### src/rtl/m2m_dma_pkg.sv
package m2m_dma_pkg;

  typedef enum logic [3:0] {
    ST_IDLE = 4'd0,
    ST_R1   = 4'd1,
    ST_R2   = 4'd2,
    ST_R3   = 4'd3,
    ST_R4   = 4'd4,
    ST_W1   = 4'd5,
    ST_W2   = 4'd6,
    ST_W3   = 4'd7,
    ST_W4   = 4'd8
  } m2m_state_e;

  localparam logic [2:0] SEL_CMD  = 3'd0;
  localparam logic [2:0] SEL_MODE = 3'd1;
  localparam logic [2:0] SEL_REQ  = 3'd2;
  localparam logic [2:0] SEL_MASK = 3'd3;
  localparam logic [2:0] SEL_ADR0 = 3'd4;

  localparam int unsigned NUM_CH = 2;

endpackage

### src/rtl/m2m_dma_chan.sv
module m2m_dma_chan #(
  parameter int unsigned ADDR_W = 16,
  parameter int unsigned CNT_W  = 16
) (
  input  logic              clk,
  input  logic              rst_n,
  input  logic              ld_addr_i,
  input  logic              ld_cnt_i,
  input  logic [ADDR_W-1:0] addr_wdata_i,
  input  logic [CNT_W-1:0]  cnt_wdata_i,
  input  logic              step_i,
  input  logic              hold_i,
  input  logic              dec_i,
  input  logic              reload_i,
  output logic [ADDR_W-1:0] addr_o,
  output logic              cnt_zero_o
);

  logic [ADDR_W-1:0] base_addr_q, base_addr_d;
  logic [ADDR_W-1:0] cur_addr_q,  cur_addr_d;
  logic [CNT_W-1:0]  base_cnt_q,  base_cnt_d;
  logic [CNT_W-1:0]  cur_cnt_q,   cur_cnt_d;
  logic              addr_en, cnt_en;

  always_comb begin
    base_addr_d = base_addr_q;
    cur_addr_d  = cur_addr_q;
    base_cnt_d  = base_cnt_q;
    cur_cnt_d   = cur_cnt_q;
    addr_en     = 1'b0;
    cnt_en      = 1'b0;
    if (ld_addr_i) begin
      base_addr_d = addr_wdata_i;
      cur_addr_d  = addr_wdata_i;
      addr_en     = 1'b1;
    end else if (reload_i) begin
      cur_addr_d  = base_addr_q;
      addr_en     = 1'b1;
    end else if (step_i && !hold_i) begin
      cur_addr_d  = dec_i ? (cur_addr_q - 1'b1) : (cur_addr_q + 1'b1);
      addr_en     = 1'b1;
    end
    if (ld_cnt_i) begin
      base_cnt_d = cnt_wdata_i;
      cur_cnt_d  = cnt_wdata_i;
      cnt_en     = 1'b1;
    end else if (reload_i) begin
      cur_cnt_d  = base_cnt_q;
      cnt_en     = 1'b1;
    end else if (step_i) begin
      cur_cnt_d  = cur_cnt_q - 1'b1;
      cnt_en     = 1'b1;
    end
  end

  always_ff @(posedge clk or negedge rst_n) begin
    if (!rst_n) begin
      base_addr_q <= '0;
      cur_addr_q  <= '0;
    end else if (addr_en) begin
      base_addr_q <= base_addr_d;
      cur_addr_q  <= cur_addr_d;
    end
  end

  always_ff @(posedge clk or negedge rst_n) begin
    if (!rst_n) begin
      base_cnt_q <= '0;
      cur_cnt_q  <= '0;
    end else if (cnt_en) begin
      base_cnt_q <= base_cnt_d;
      cur_cnt_q  <= cur_cnt_d;
    end
  end

  assign addr_o     = cur_addr_q;
  assign cnt_zero_o = (cur_cnt_q == '0);

endmodule

### src/rtl/m2m_dma_regs.sv
module m2m_dma_regs
  import m2m_dma_pkg::*;
(
  input  logic              clk,
  input  logic              rst_n,
  input  logic              we_i,
  input  logic [2:0]        sel_i,
  input  logic [7:0]        wdata_i,
  input  logic              term_i,
  output logic              cmd_en_o,
  output logic              cmd_hold_o,
  output logic [NUM_CH-1:0] dec_o,
  output logic [NUM_CH-1:0] auto_o,
  output logic              req0_o,
  output logic [NUM_CH-1:0] mask_o,
  output logic [NUM_CH-1:0] ld_addr_o,
  output logic [NUM_CH-1:0] ld_cnt_o
);

  logic [1:0]        cmd_q, cmd_d;
  logic              req_q, req_d;
  logic [NUM_CH-1:0] mask_q, mask_d;
  logic [NUM_CH-1:0] dec_q, auto_q;
  logic              cmd_wr, req_wr, mask_wr, mode_wr;

  assign cmd_wr  = we_i && (sel_i == SEL_CMD);
  assign req_wr  = we_i && (sel_i == SEL_REQ);
  assign mask_wr = we_i && (sel_i == SEL_MASK);
  assign mode_wr = we_i && (sel_i == SEL_MODE);

  always_comb begin
    cmd_d  = cmd_wr  ? wdata_i[1:0] : cmd_q;
    req_d  = req_wr  ? wdata_i[0]   : req_q;
    mask_d = mask_wr ? wdata_i[NUM_CH-1:0] : mask_q;
    if (term_i) begin
      req_d = 1'b0;
      if (!auto_q[1]) mask_d = '1;
    end
  end

  always_ff @(posedge clk or negedge rst_n) begin
    if (!rst_n) begin
      cmd_q  <= '0;
      req_q  <= 1'b0;
      mask_q <= '1;
    end else begin
      cmd_q  <= cmd_d;
      req_q  <= req_d;
      mask_q <= mask_d;
    end
  end

  for (genvar ch = 0; ch < NUM_CH; ch++) begin : g_mode
    logic sel_this;
    assign sel_this = mode_wr && (wdata_i[0] == ch[0]);
    always_ff @(posedge clk or negedge rst_n) begin
      if (!rst_n) begin
        dec_q[ch]  <= 1'b0;
        auto_q[ch] <= 1'b0;
      end else if (sel_this) begin
        dec_q[ch]  <= wdata_i[1];
        auto_q[ch] <= wdata_i[2];
      end
    end
    assign ld_addr_o[ch] = we_i && (sel_i == (SEL_ADR0 + 3'(2*ch)));
    assign ld_cnt_o[ch]  = we_i && (sel_i == (SEL_ADR0 + 3'(2*ch + 1)));
  end

  assign cmd_en_o   = cmd_q[0];
  assign cmd_hold_o = cmd_q[1];
  assign dec_o      = dec_q;
  assign auto_o     = auto_q;
  assign req0_o     = req_q;
  assign mask_o     = mask_q;

endmodule

### src/rtl/m2m_dma_seq.sv
module m2m_dma_seq
  import m2m_dma_pkg::*;
#(
  parameter int unsigned DATA_W = 8
) (
  input  logic              clk,
  input  logic              rst_n,
  input  logic              start_i,
  input  logic              last_i,
  input  logic              eop_in_n_i,
  input  logic [DATA_W-1:0] data_i,
  output logic              rd_phase_o,
  output logic              wr_phase_o,
  output logic              rd_n_o,
  output logic              wr_n_o,
  output logic [DATA_W-1:0] data_o,
  output logic              oe_o,
  output logic              eop_out_n_o,
  output logic              step_o,
  output logic              term_o
);

  m2m_state_e        state_q, state_d;
  logic              pend_q, pend_d;
  logic [DATA_W-1:0] temp_q;
  logic              temp_en;
  logic              active;

  assign active = (state_q != ST_IDLE);

  always_comb begin
    state_d = state_q;
    step_o  = 1'b0;
    term_o  = 1'b0;
    unique case (state_q)
      ST_IDLE: if (start_i) state_d = ST_R1;
      ST_R1:   state_d = ST_R2;
      ST_R2:   state_d = ST_R3;
      ST_R3:   state_d = ST_R4;
      ST_R4:   state_d = ST_W1;
      ST_W1:   state_d = ST_W2;
      ST_W2:   state_d = ST_W3;
      ST_W3:   state_d = ST_W4;
      ST_W4: begin
        step_o = 1'b1;
        if (last_i || pend_q || !eop_in_n_i) begin
          term_o  = 1'b1;
          state_d = ST_IDLE;
        end else begin
          state_d = ST_R1;
        end
      end
      default: state_d = ST_IDLE;
    endcase
  end

  always_comb begin
    pend_d = pend_q;
    if (term_o)                       pend_d = 1'b0;
    else if (active && !eop_in_n_i)   pend_d = 1'b1;
  end

  assign temp_en = (state_q == ST_R3);

  always_ff @(posedge clk or negedge rst_n) begin
    if (!rst_n) begin
      state_q <= ST_IDLE;
      pend_q  <= 1'b0;
    end else begin
      state_q <= state_d;
      pend_q  <= pend_d;
    end
  end

  always_ff @(posedge clk or negedge rst_n) begin
    if (!rst_n)       temp_q <= '0;
    else if (temp_en) temp_q <= data_i;
  end

  assign rd_phase_o  = (state_q == ST_R1) || (state_q == ST_R2) ||
                       (state_q == ST_R3) || (state_q == ST_R4);
  assign wr_phase_o  = (state_q == ST_W1) || (state_q == ST_W2) ||
                       (state_q == ST_W3) || (state_q == ST_W4);
  assign rd_n_o      = !((state_q == ST_R2) || (state_q == ST_R3));
  assign wr_n_o      = !((state_q == ST_W2) || (state_q == ST_W3));
  assign oe_o        = wr_phase_o;
  assign data_o      = temp_q;
  assign eop_out_n_o = !((state_q == ST_W4) && last_i);

endmodule

### src/rtl/m2m_dma.sv
module m2m_dma
  import m2m_dma_pkg::*;
#(
  parameter int unsigned ADDR_W = 16,
  parameter int unsigned CNT_W  = 16,
  parameter int unsigned DATA_W = 8,
  localparam int unsigned REG_W = (ADDR_W > CNT_W) ? ADDR_W : CNT_W
) (
  input  logic              clk,
  input  logic              rst_n,
  input  logic              reg_we,
  input  logic [2:0]        reg_sel,
  input  logic [REG_W-1:0]  reg_wdata,
  output logic [ADDR_W-1:0] mem_addr,
  output logic              mem_rd_n,
  output logic              mem_wr_n,
  input  logic [DATA_W-1:0] data_in,
  output logic [DATA_W-1:0] data_out,
  output logic              data_oe,
  input  logic              eop_in_n,
  output logic              eop_out_n
);

  logic              cmd_en, cmd_hold, req0;
  logic [NUM_CH-1:0] dec, autoi, mask, ld_addr, ld_cnt, cnt_zero, hold_v;
  logic [ADDR_W-1:0] ch_addr [NUM_CH];
  logic              step, term, rd_phase, wr_phase, start;

  m2m_dma_regs u_regs (
    .clk        (clk),
    .rst_n      (rst_n),
    .we_i       (reg_we),
    .sel_i      (reg_sel),
    .wdata_i    (reg_wdata[7:0]),
    .term_i     (term),
    .cmd_en_o   (cmd_en),
    .cmd_hold_o (cmd_hold),
    .dec_o      (dec),
    .auto_o     (autoi),
    .req0_o     (req0),
    .mask_o     (mask),
    .ld_addr_o  (ld_addr),
    .ld_cnt_o   (ld_cnt)
  );

  assign hold_v = {1'b0, cmd_hold};

  for (genvar ch = 0; ch < NUM_CH; ch++) begin : g_ch
    m2m_dma_chan #(.ADDR_W(ADDR_W), .CNT_W(CNT_W)) u_chan (
      .clk          (clk),
      .rst_n        (rst_n),
      .ld_addr_i    (ld_addr[ch]),
      .ld_cnt_i     (ld_cnt[ch]),
      .addr_wdata_i (reg_wdata[ADDR_W-1:0]),
      .cnt_wdata_i  (reg_wdata[CNT_W-1:0]),
      .step_i       (step),
      .hold_i       (hold_v[ch]),
      .dec_i        (dec[ch]),
      .reload_i     (term && autoi[1] && autoi[ch]),
      .addr_o       (ch_addr[ch]),
      .cnt_zero_o   (cnt_zero[ch])
    );
  end

  assign start = cmd_en && req0 && !mask[0];

  m2m_dma_seq #(.DATA_W(DATA_W)) u_seq (
    .clk         (clk),
    .rst_n       (rst_n),
    .start_i     (start),
    .last_i      (cnt_zero[1]),
    .eop_in_n_i  (eop_in_n),
    .data_i      (data_in),
    .rd_phase_o  (rd_phase),
    .wr_phase_o  (wr_phase),
    .rd_n_o      (mem_rd_n),
    .wr_n_o      (mem_wr_n),
    .data_o      (data_out),
    .oe_o        (data_oe),
    .eop_out_n_o (eop_out_n),
    .step_o      (step),
    .term_o      (term)
  );

  always_comb begin
    if (rd_phase)      mem_addr = ch_addr[0];
    else if (wr_phase) mem_addr = ch_addr[1];
    else               mem_addr = '0;
  end

endmodule

### config.mk
export PLATFORM = sky130hd
export DESIGN_NAME = m2m_dma
export DESIGN_NICKNAME = d
export VERILOG_FILES = /design/src/rtl/m2m_dma_pkg.sv /design/src/rtl/m2m_dma_chan.sv /design/src/rtl/m2m_dma_regs.sv /design/src/rtl/m2m_dma_seq.sv /design/src/rtl/m2m_dma.sv
export SDC_FILE = /design/constraint.sdc
export NUM_CORES = 1
export LEC_CHECK = 0
export BUFFER_PORTS_ARGS = -buffer_cell sky130_fd_sc_hd__buf_2
export CAP_MARGIN = 15
export CORE_MARGIN = 5
export CORE_UTILIZATION = 40
export CTS_BUF_LIST = sky130_fd_sc_hd__clkbuf_16
export CTS_CLUSTER_SIZE = 16
export DETAILED_ROUTE_END_ITERATION = 8
export PLACE_DENSITY = 0.67
export SLEW_MARGIN = 20
export SYNTH_ARGS = -nofsm -noshare
export SYNTH_HDL_FRONTEND = slang
export SYNTH_SLANG_ARGS = --single-unit
export TNS_END_PERCENT = 5
### constraint.sdc
create_clock -name clk -period 4.75 [get_ports clk]
set_clock_uncertainty 0.15 [all_clocks]
set_input_delay 0.95 -clock clk [delete_from_list [all_inputs] [get_ports clk]]
set_output_delay 0.95 -clock clk [all_outputs]
set_load 0.02 [all_outputs]
# == Word-level counts from Yosys, hierarchy flattened ==
# Index checks and enable logic that the tools add are counted.
# classes
eq_ne,15
muxes,33
addsub,5
bitwise_logic,1
n_reduce_logical,48
# op_table
operator,count
$mux 16,13
$sub 16x1->16 const B,3
$pmux 4 s9,1
$add 16x1->16 const B,2
$logic_and 1x1->1,17
$eq 4x3->1 const B,4
$logic_not 16->1,1
$mux 1,15
$reduce_and 2->1,6
$logic_or 1x1->1,10
$eq 3x3->1 const B,3
$reduce_bool 3->1,3
$eq 4x2->1 const B,2
$eq 3x2->1 const B,2
$logic_not 1->1,6
$mux 2,3
$eq 4x1->1 const B,1
$eq 4x4->1 const B,1
$logic_not 4->1,1
$mux 4,1
$reduce_bool 2->1,2
$reduce_bool 4->1,1
$eq 3x1->1 const B,1
$logic_not 3->1,1
2 further kinds,2
# word_totals
elab_cells,118
ff_bits,118
input_bits,31
output_inout_bits,28

# == Logic depth before layout (Yosys ltp) ==
# Gate-level depths: netlist of run 1.
# depth
depth_word,10
mapped_depth,11
depth_no_buf,8

# == Modules after synthesis ==
# A second synthesis of run 1 with hierarchy kept.
# unflattened
hier_cells,903
hier_area_um2,8814.7
# modules_own_cells
module,area_each_um2,n_inst,cells_each,seq_area_each_um2
m2m_dma_chan at g_ch[1].u_chan,3791.1,1,417,1601.5
m2m_dma_chan at g_ch[0].u_chan,3686.0,1,371,1601.5
m2m_dma_seq,641.9,1,51,325.3
m2m_dma_regs,470.5,1,35,227.7
m2m_dma,225.2,1,29,0.0

# == Least setup slack after synthesis of run 1 ==
# No wires, ideal clock.
# synth_path
path_type,register to output
startpoint,register u_seq.state_q[0]
endpoint,output mem_addr[10]
required_time_ns,3.650
arrival_time_ns,2.323
setup_slack_ns,1.327
n_path_buf,3
stages_incl_launch_ff,7
cell_sequence,dfrtp_1 buf_1 or4b_2 clkbuf_1 o21ai_1 clkbuf_1 a22o_1
# synth_between
elab_chain_cells,6
word_cells_on_any_way,16
classes_between,eq/ne: 8; mux: 2; reduce/logical: 6
# synth_rtl
item,line_no,source
"start, declared",m2m_dma_seq.sv:23,"m2m_state_e state_q, state_d;"
"start signal, assigned",m2m_dma_seq.sv:70,state_q <= state_d;
$eq 4x3->1,m2m_dma_seq.sv:82,assign wr_phase_o = (state_q == ST_W1) || (state_q == ST_W2) ||
$logic_or 1x1->1 (2 in series),m2m_dma_seq.sv:82,
$logic_or 1x1->1 *,m2m_dma_seq.sv:83,(state_q == ST_W3) || (state_q == ST_W4);
named net data_oe,m2m_dma.sv:19,"output logic data_oe,"
$mux 16 *,m2m_dma.sv:87,else if (wr_phase) mem_addr = ch_addr[1];
$mux 16 *,m2m_dma.sv:86,if (rd_phase) mem_addr = ch_addr[0];
"end, declared",m2m_dma.sv:14,"output logic [ADDR_W-1:0] mem_addr,"
# Mark *: on every way through the listed nets, which the timed path passes. The rest lies on a longest branch.

# == Final worst setup path of run 1 ==
# layout_path
startpoint,register g_ch[1].u_chan.cur_cnt_q[0]
endpoint,output eop_out_n
# layout_between
elab_chain_cells,3
# layout_rtl
item,line_no,source
"start, declared",m2m_dma_chan.sv:22,"logic [CNT_W-1:0] cur_cnt_q, cur_cnt_d;"
"start signal, assigned",m2m_dma_chan.sv:72,cur_cnt_q <= cur_cnt_d;
$logic_not 16->1,m2m_dma_chan.sv:77,assign cnt_zero_o = (cur_cnt_q == '0);
$logic_and 1x1->1,m2m_dma_seq.sv:88,assign eop_out_n_o = !((state_q == ST_W4) && last_i);
$logic_not 1->1,m2m_dma_seq.sv:88,
"end, declared",m2m_dma.sv:21,output logic eop_out_n
# Every way passes these cells.

==> results of run 1 <==
## layer usage
layer  vias to the layer above  wire length [um]  GRT usage, %
li1                       3151                 -             -
met1                      3171              9590          28.4
met2                       182              9510          32.2
met3                        31              1080          3.31
met4                         0               381          7.12
met5                         -                 0             0
## state kept, by name (all words and copies together), names as in the netlist, 4 cells and up
name                     flops
u_seq.data_o                 8
g_ch.u_chan.addr_o          32
g_ch.u_chan.cur_cnt_q       16
g_ch.u_chan.base_addr_q     32
g_ch.u_chan.base_cnt_q      16
u_seq.state_q                4
## cell families after synthesis
family                     after synthesis  synth area share [%]
muxes                                   24                  3.59
buffers and inverters                   57                  3.17
adders and majority gates               31                  5.58
xor gates and xnor gates                27                  3.28
AOI/OAI and AO/OA                      221                  20.6
and+or+nand+nor                        363                  23.2
DFF                                    117                  40.6
## cell usage in the layout (no fill, tap or decap), types with 17 or more instances in the layout
master	synthesis	routed
buf_2	3	57
ha_1	29	29
a211oi_1	17	17
nand2_1	193	193
o21ai_0	41	41
nor2_1	47	47
a21oi_1	47	47
o211ai_1	21	21
nor3_1	25	24
buf_4	2	18
clkbuf_16	0	17
dfrtp_1	116	116
xnor2_1	17	17
and3_1	20	20
## metrics by stage
stage	hold slack, ns	area, um^2	std cells	power (uW)	setup slack (ns)
floorplan	0.277	7220	840	3630	1.33
detailed placement	0.307	7740	1093	4380	1.48
CTS	0.319	8230	1125	5470	1.02
finish	0.318	8230	1125	5460	1.04
global route	0.327	8230	1125	5860	0.930
global placement	0.301	7740	1093	4350	1.53
## area by class of cell
type	instances	area, um^2
clock buffer	17	425
fill	1727	9610
clock inverter	15	60.1
tap	229	287
inverter	5	18.8
multi-input combinational	666	4080
timing repair buffer	76	432
sequential	117	2930
## power groups by stage
stage               clock, uW  sequential, uW  combinational (uW)
floorplan                   0            1590                2040
global placement            0            1710                2640
detailed placement          0            1710                2670
CTS                      1090            1700                2690
global route             1130            1750                2980
finish                   1070            1700                2690
## how the worst max path moves through the flow
stage	startpoint	end	slack, ns	cells after the start
after floorplan	u_seq.state_q[0]$_DFFE_PN0P_	mem_addr[10]	1.33	6
after global placement	u_seq.state_q[1]$_DFFE_PN0P_	mem_addr[10]	1.53	6
after detailed placement	g_ch[1].u_chan.cur_cnt_q[0]$_DFFE_PN0P_	g_ch[1].u_chan.addr_o[4]$_DFFE_PN0P_	1.48	9
after CTS	g_ch[1].u_chan.cur_cnt_q[0]$_DFFE_PN0P_	eop_out_n	1.02	6
after global routing	g_ch[1].u_chan.cur_cnt_q[0]$_DFFE_PN0P_	eop_out_n	0.93	6
final	g_ch[1].u_chan.cur_cnt_q[0]$_DFFE_PN0P_	eop_out_n	1.04	6
## worst max-delay path, stage by stage (launching register included)
cell	delay [ns]
dfrtp_1	0.43
inv_1	0.09
ha_1	0.19
or4b_1	0.60
nor4_4	0.48
nand3_1	0.17
buf_2	0.22
==> impl_summary.txt, run 1 <==
----------------------------------------------------
[GRT]
  Pin count of the biggest net entering global routing ... between 70 and 80
  Number of antenna violations at the first check in global routing ... 0
  First-pass GRT wire length ... roughly 33,000 um
  Via count of the first global-routing pass ... about 6.2k
  Total global routing overflow ... 0
  Global-route usage over all layers ... between 20% and 30%

[Route]
  Initial DRC Count ... roughly 530
  Total number of vias ... 6,535
  Final antenna-violating net count ... 0
  Router iterations before antenna repair ... 5
  Count of unresolved DRC violations after routing ... 0
  Routed wire length per instance ... between 15 and 20 um
  Post-Route WL ... between 20,000 and 25,000 um
  Via-per-instance ratio ... between 5 and 6

[Yosys]
  Dominant cell type by area after synthesis ... dfrtp_1
  Main flop type after synthesis ... dfrtp_1
  Cell types with the highest counts after synthesis ... nand2_1 (193), dfrtp_1 (116), a21oi_1 (47), nor2_1 (47), o21ai_0 (41)
  Post-synth top area share ... between 40% and 50%
  Warnings from Yosys ... 0
  Synthesized netlist cell count ... between 800 and 900
  Syn_nets ... 902
  Synth Cell Area ... around 7000 um^2
  #FFs+latches synth ... approximately 120
  Most used standard cell by instance count after synthesis ... nand2_1
  Post-synthesis sequential area ratio ... roughly two fifths
  Post-synthesis async set-or-reset flop share ... 100%
  Number of enable-type register cells in the synthesized netlist ... 0
  Yosys cell types ... 67
  Leading post-synthesis cells by cell area ... dfrtp_1 (40%), nand2_1 (10%), ha_1 (5.0%), a21oi_1 (3.3%), o21ai_0 (2.8%)
  Average footprint of a synthesized cell ... approximately 8.6 um^2

[Worst setup path]
  Data arrival time at the worst-slack endpoint ... 2.61 ns
  Required time reported for the critical path endpoint ... roughly 3.7 ns
  Register-to-Register Path Depth ... 9
  Reg2reg end ... g_ch[1].u_chan.addr_o[3]$_DFFE_PN0P_
  Element type at the critical path start ... flip-flop
  Reg2Reg Launch Point ... g_ch[1].u_chan.cur_cnt_q[0]$_DFFE_PN0P_
  Max Fanout on Critical Path ... 8
  Setup slack, reg-to-reg ... approximately 1.5 ns
  Type of the setup path with the least slack ... reg -> out
  Crit. End Element ... primary output

[Clock tree]
  CTS H-tree lvls ... 4
  Clock-pin slew on the worst setup and hold paths ... approximately 0.050 ns
  Clock insertion delay at the later pin of the skew report ... around 0.42 ns
  Clock sink total ... 117
  Number of setup buffers added after CTS ... 0
  PostCTS Resize Cnt ... 0
  Number of buffers between clock root and the deepest sink ... 2
  Total of hold buffers inserted after clock tree synthesis ... 0
  Root Buffer Master ... clkbuf_16
  Number of buffers added by the clock tree synthesis step ... 17
  TritonCTS clock tree ... built

[Worst hold path]
  Cell depth of the worst hold path ... 2
  Hold Path Class ... reg -> reg
  Min-delay src ... g_ch[0].u_chan.base_addr_q[6]$_DFFE_PN0P_
  Hold EP ... g_ch[0].u_chan.base_addr_q[6]$_DFFE_PN0P_

[Power]
  PD cells ... 663 nW/um^2
  Clock network fraction of design power ... between 10% and 20%
  Internal power summed over all cells ... about 3100 uW
  Sequential power share ... approximately 31%
  Logic pwr share ... a little under 50%
  Maximum vdd ir drop ... around 0.00035 V
  Switch Pwr ... 2350 uW
  Leakage power ... ~0.0038 uW
  Proportion of total power due to net switching ... a little over two fifths

[STA]
  Final setup violating endpoints ... 0
  Highest clock frequency the design can meet ... between 0.2 and 0.3 GHz
  Setup repair after global routing missed its margin ... false
  Worst-case headroom to the max-slew limit ... about 28%
  Worst-Margin Slew ... between 1 and 1.5 ns
  Clock period minus final worst setup slack ... 3.71 ns
  Fin. Hold Viols ... 0
  Fin crit share ... 78.2%
  Setup_tns ... 0 ns
  Pins over their slew limit ... 0

[Die]
  Floorplan die area ... ~21,000 um^2
  DIE HEIGHT ... ~140 um
  Placeable core region ... 17,800 um^2
  Die Wd ... 144 um
  IO Count ... a little under 60
  Starting utilization of the core area ... ~40%
  Std cell rows ... 49

[Layout]
  Number of antenna cells inserted ... 0
  Fraction of layout cells with a size suffix above 1 ... between 10 and 15%
  Area added between synthesis and finish ... 14.1%
  Layout Nets ... approximately 950
  Fin util ... 46.1%

[Job]
  Max-cap violations ... 0

[Place]
  Number of port buffers ... 58
  DPL Wire Length ... between 10,000 and 15,000 um
  Weighted congestion at the end of routability-driven global placement ... approximately 0.87

[Status]
  Outcome ... completed

----------------------------------------------------
Note: power is estimated with default switching activity, not from simulation.
==> inputs of run 2 (changes only) <==
--- a/config.mk
+++ b/config.mk
@@ -12,7 +12,7 @@
 export CTS_BUF_LIST = sky130_fd_sc_hd__clkbuf_16
 export CTS_CLUSTER_SIZE = 16
 export DETAILED_ROUTE_END_ITERATION = 8
-export PLACE_DENSITY = 0.67
+export PLACE_DENSITY = 0.69
 export SLEW_MARGIN = 20
 export SYNTH_ARGS = -nofsm -noshare
 export SYNTH_HDL_FRONTEND = slang
==> constraint.sdc (replaced) <==
create_clock -name clk -period 3.3 [get_ports clk]
set_clock_uncertainty 0.15 [all_clocks]
set_input_delay 0.66 -clock clk [delete_from_list [all_inputs] [get_ports clk]]
set_output_delay 0.66 -clock clk [all_outputs]
set_load 0.02 [all_outputs]
==> run 2 against run 1 <==
Sequential power increased by 42%. Non-clock buffer count up 6. Clock-buffer cell count did not move. Final cell count increased by 0.62%. Global-route usage increased by 0.28 points. Critical endpoint unchanged. Largest cell class unchanged. Highest routed layer is now met5.
==> impl_summary.txt, run 2 (synthesis results as in run 1) <==
----------------------------------------------------
[Worst setup path]
  Data arrival time at the worst-slack endpoint ... 2.36 ns (-0.25 ns)
  Crit. End Element ... primary output
  Setup slack, reg-to-reg ... 0.33 ns (-1.12 ns)
  Max Fanout on Critical Path ... 7 (-1)
  Slowest stage cell, crit path ... or4_1
  Reg2Reg Launch Point ... g_ch[1].u_chan.cur_cnt_q[7]$_DFFE_PN0P_
  Required time reported for the critical path endpoint ... 2.49 ns (-1.16 ns)
  Largest incremental delay on the critical path ... 0.69 ns (+0.09 ns)
  Register-to-Register Path Depth ... 7 (-2)
  Critical path, cell by cell ... or4_1, nor4_4, buf_6, nand3_1, buf_2
  Cell family with the largest share of critical-path delay ... simple AND/OR/NAND/NOR gates
  Element type at the critical path start ... flip-flop
  Type of the setup path with the least slack ... reg -> out
  WP buf/inv ... 2 (unchanged)
  Reg2reg end ... g_ch[1].u_chan.cur_cnt_q[14]$_DFFE_PN0P_

[Place]
  Number of port buffers ... 58 (unchanged)
  DPL Wire Length ... 14,700 um (-2.0%)
  Weighted congestion at the end of routability-driven global placement ... 0.898 (+2.7%)
  Total cell area at the placement stage ... 7800 um^2 (+0.74%)

[Power]
  Leakage power ... 0.00389 uW (+2.6%)
  PD cells ... 991 nW/um^2 (+49%)
  Total design power ... 8370 uW (+53%)
  Maximum vdd ir drop ... 0.000403 V (+17%)

[Status]
  Outcome ... completed

[Route]
  Router iterations before antenna repair ... 5 (unchanged)
  Via-per-instance ratio ... 5.82 (+0.23%)
  Post-Route WL ... 20,700 um (+0.46%)
  Total number of vias ... 6,591 (+0.86%)
  Routed wire length per instance ... 18.2 um (-0.16%)
  Count of unresolved DRC violations after routing ... 0 (unchanged)
  Final antenna-violating net count ... 0 (unchanged)
  Initial DRC Count ... 544 (+2.4%)

[Layout]
  Area added between synthesis and finish ... 17.0%
  Layout Nets ... 951 (+0.63%)
  Design area ... 8440 um^2 (+2.5%)
  Fraction of layout cells with a size suffix above 1 ... 15.2% (+1.5 points)
  Most common cell after layout, fill and taps aside ... nand2_1
  Most frequent cells in the layout ... nand2_1 (193), dfrtp_1 (116), buf_2 (57)
  Layout filler cell count ... 1,690 (-2.1%)
  Fin util ... 47.3% (+1.2 points)

[STA]
  Highest clock frequency the design can meet ... 0.315 GHz
  Worst-Margin Slew ... 1.15 ns (+0.0805 ns)
  Fin. Hold Viols ... 0 (unchanged)
  Setup_tns ... 0 ns (unchanged)
  Pins over their slew limit ... 0 (unchanged)
  Worst-case headroom to the max-slew limit ... 23.0% (-5.1 points)
  Fin crit share ... between 90% and 100%
  Worst slack on hold paths ... 0.0402 ns (-0.278 ns)
  Final setup violating endpoints ... 0 (unchanged)
  Setup repair after global routing missed its margin ... false
  Clock period minus final worst setup slack ... 3.17 ns

[Job]
  Max-cap violations ... 0 (unchanged)

[Die]
  Starting utilization of the core area ... 40.4% (unchanged)
  Std cell rows ... 49 (unchanged)
  Floorplan die area ... 20,800 um^2 (unchanged)
  DIE HEIGHT ... 144 um (unchanged)
  Die Wd ... 144 um (unchanged)
  Placeable core region ... 17,800 um^2 (unchanged)
  IO Count ... 59 (unchanged)

[GRT]
  Number of antenna violations at the first check in global routing ... 2 (+2)
  Total global routing overflow ... 0 (unchanged)
  Via count of the first global-routing pass ... 6,405 (+2.8%)
  Pin count of the biggest net entering global routing ... 55 (-29%)
  First-pass GRT wire length ... 34,100 um (+2.3%)
  Global-route usage over all layers ... 20.6% (+0.28 points)

[Clock tree]
  CTS H-tree lvls ... 4 (unchanged)
  Clock-pin slew on the worst setup and hold paths ... 0.06 ns (about the same)
  Root Buffer Master ... clkbuf_16
  Number of buffers between clock root and the deepest sink ... 2 (unchanged)
  TritonCTS clock tree ... built
  Total of hold buffers inserted after clock tree synthesis ... 0 (unchanged)
  Number of buffers added by the clock tree synthesis step ... 17 (unchanged)
  Clock insertion delay at the later pin of the skew report ... 0.42 ns (about the same)
  Clock sink total ... 117 (unchanged)

[Worst hold path]
  Hold Path Class ... in -> async

----------------------------------------------------
-- run 2: cell count changes in the layout (fill, tap and decap cells not counted), moves of 2 or more --
| cell | delta |
|---|---|
| clkinv_2 | +2 |
| clkinv_1 | -5 |
| bufinv_16 | +5 |
| buf_4 | +4 |
| inv_1 | -2 |
-- run 2: timing repair --
action | in CTS | in global routing
gates resized for setup | 0 | 4
endpoints found under the setup margin | 0 | 18
buffers inserted | 0 | 0
-- run 2: how the worst max path moves through the flow --
stage / from / to / slack, ns / cells after the start
2_1_floorplan: u_seq.state_q[0]$_DFFE_PN0P_ / mem_addr[10] / 0.17 / 6
3_3_place_gp: g_ch[1].u_chan.cur_cnt_q[0]$_DFFE_PN0P_ / g_ch[1].u_chan.cur_cnt_q[14]$_DFFE_PN0P_ / 0.34 / 9
3_5_place_dp: g_ch[1].u_chan.cur_cnt_q[0]$_DFFE_PN0P_ / g_ch[1].u_chan.cur_cnt_q[14]$_DFFE_PN0P_ / 0.25 / 9
4_1_cts: u_seq.state_q[1]$_DFFE_PN0P_ / mem_addr[10] / 0.01 / 5
5_1_grt: g_ch[1].u_chan.cur_cnt_q[0]$_DFFE_PN0P_ / eop_out_n / 0.003 / 7
6_report: g_ch[1].u_chan.cur_cnt_q[7]$_DFFE_PN0P_ / eop_out_n / 0.13 / 5
-- run 2: per-layer routing --
layer / part of all wire (%) / track usage, % / up-vias / wire (um)
met5: 0.063 / 0 / - / 13
met4: 1.5 / 5.60 / 2 / 312
met3: 6.8 / 4.89 / 34 / 1410
met2: 46 / 32.2 / 210 / 9560
met1: 45 / 28.8 / 3197 / 9360
li1: - / - / 3148 / -
-- run 2: final cells by class --
cell class	instances	area [um^2]	share of cell area, %
inverter	5	18.8	0.222
sequential	117	2930	34.7
antenna	1	2.50	0.0297
multi-input combinational	666	4090	48.5
clock inverter	15	194	2.30
timing repair buffer	82	493	5.84
tap	229	287	3.40
clock buffer	17	425	5.04
-- run 2: per-stage QoR --
stage	setup WS, ns	std cells
2_1_floorplan	0.167	840
4_1_cts	0.00959	1131
3_3_place_gp	0.342	1099
5_1_grt	0.00334	1132
6_report	0.125	1132
3_5_place_dp	0.255	1099
-- run 2: where the power goes --
part / internal (uW) / switching [uW] / total, uW
Combinational: 1680 / 2300 / 3990
Clock: 1320 / 656 / 1970
Sequential: 1910 / 498 / 2410
Total: 4910 / 3460 / 8370
-- run 2: worst reg2reg max path, stage by stage (launching register included) --
cell,delay (ns)
dfrtp_1,0.42
or4_1,0.69
or4_4,0.59
o21ai_2,0.22
buf_4,0.30
o21ai_0,0.14
a211oi_1,0.24
o21ai_0,0.10
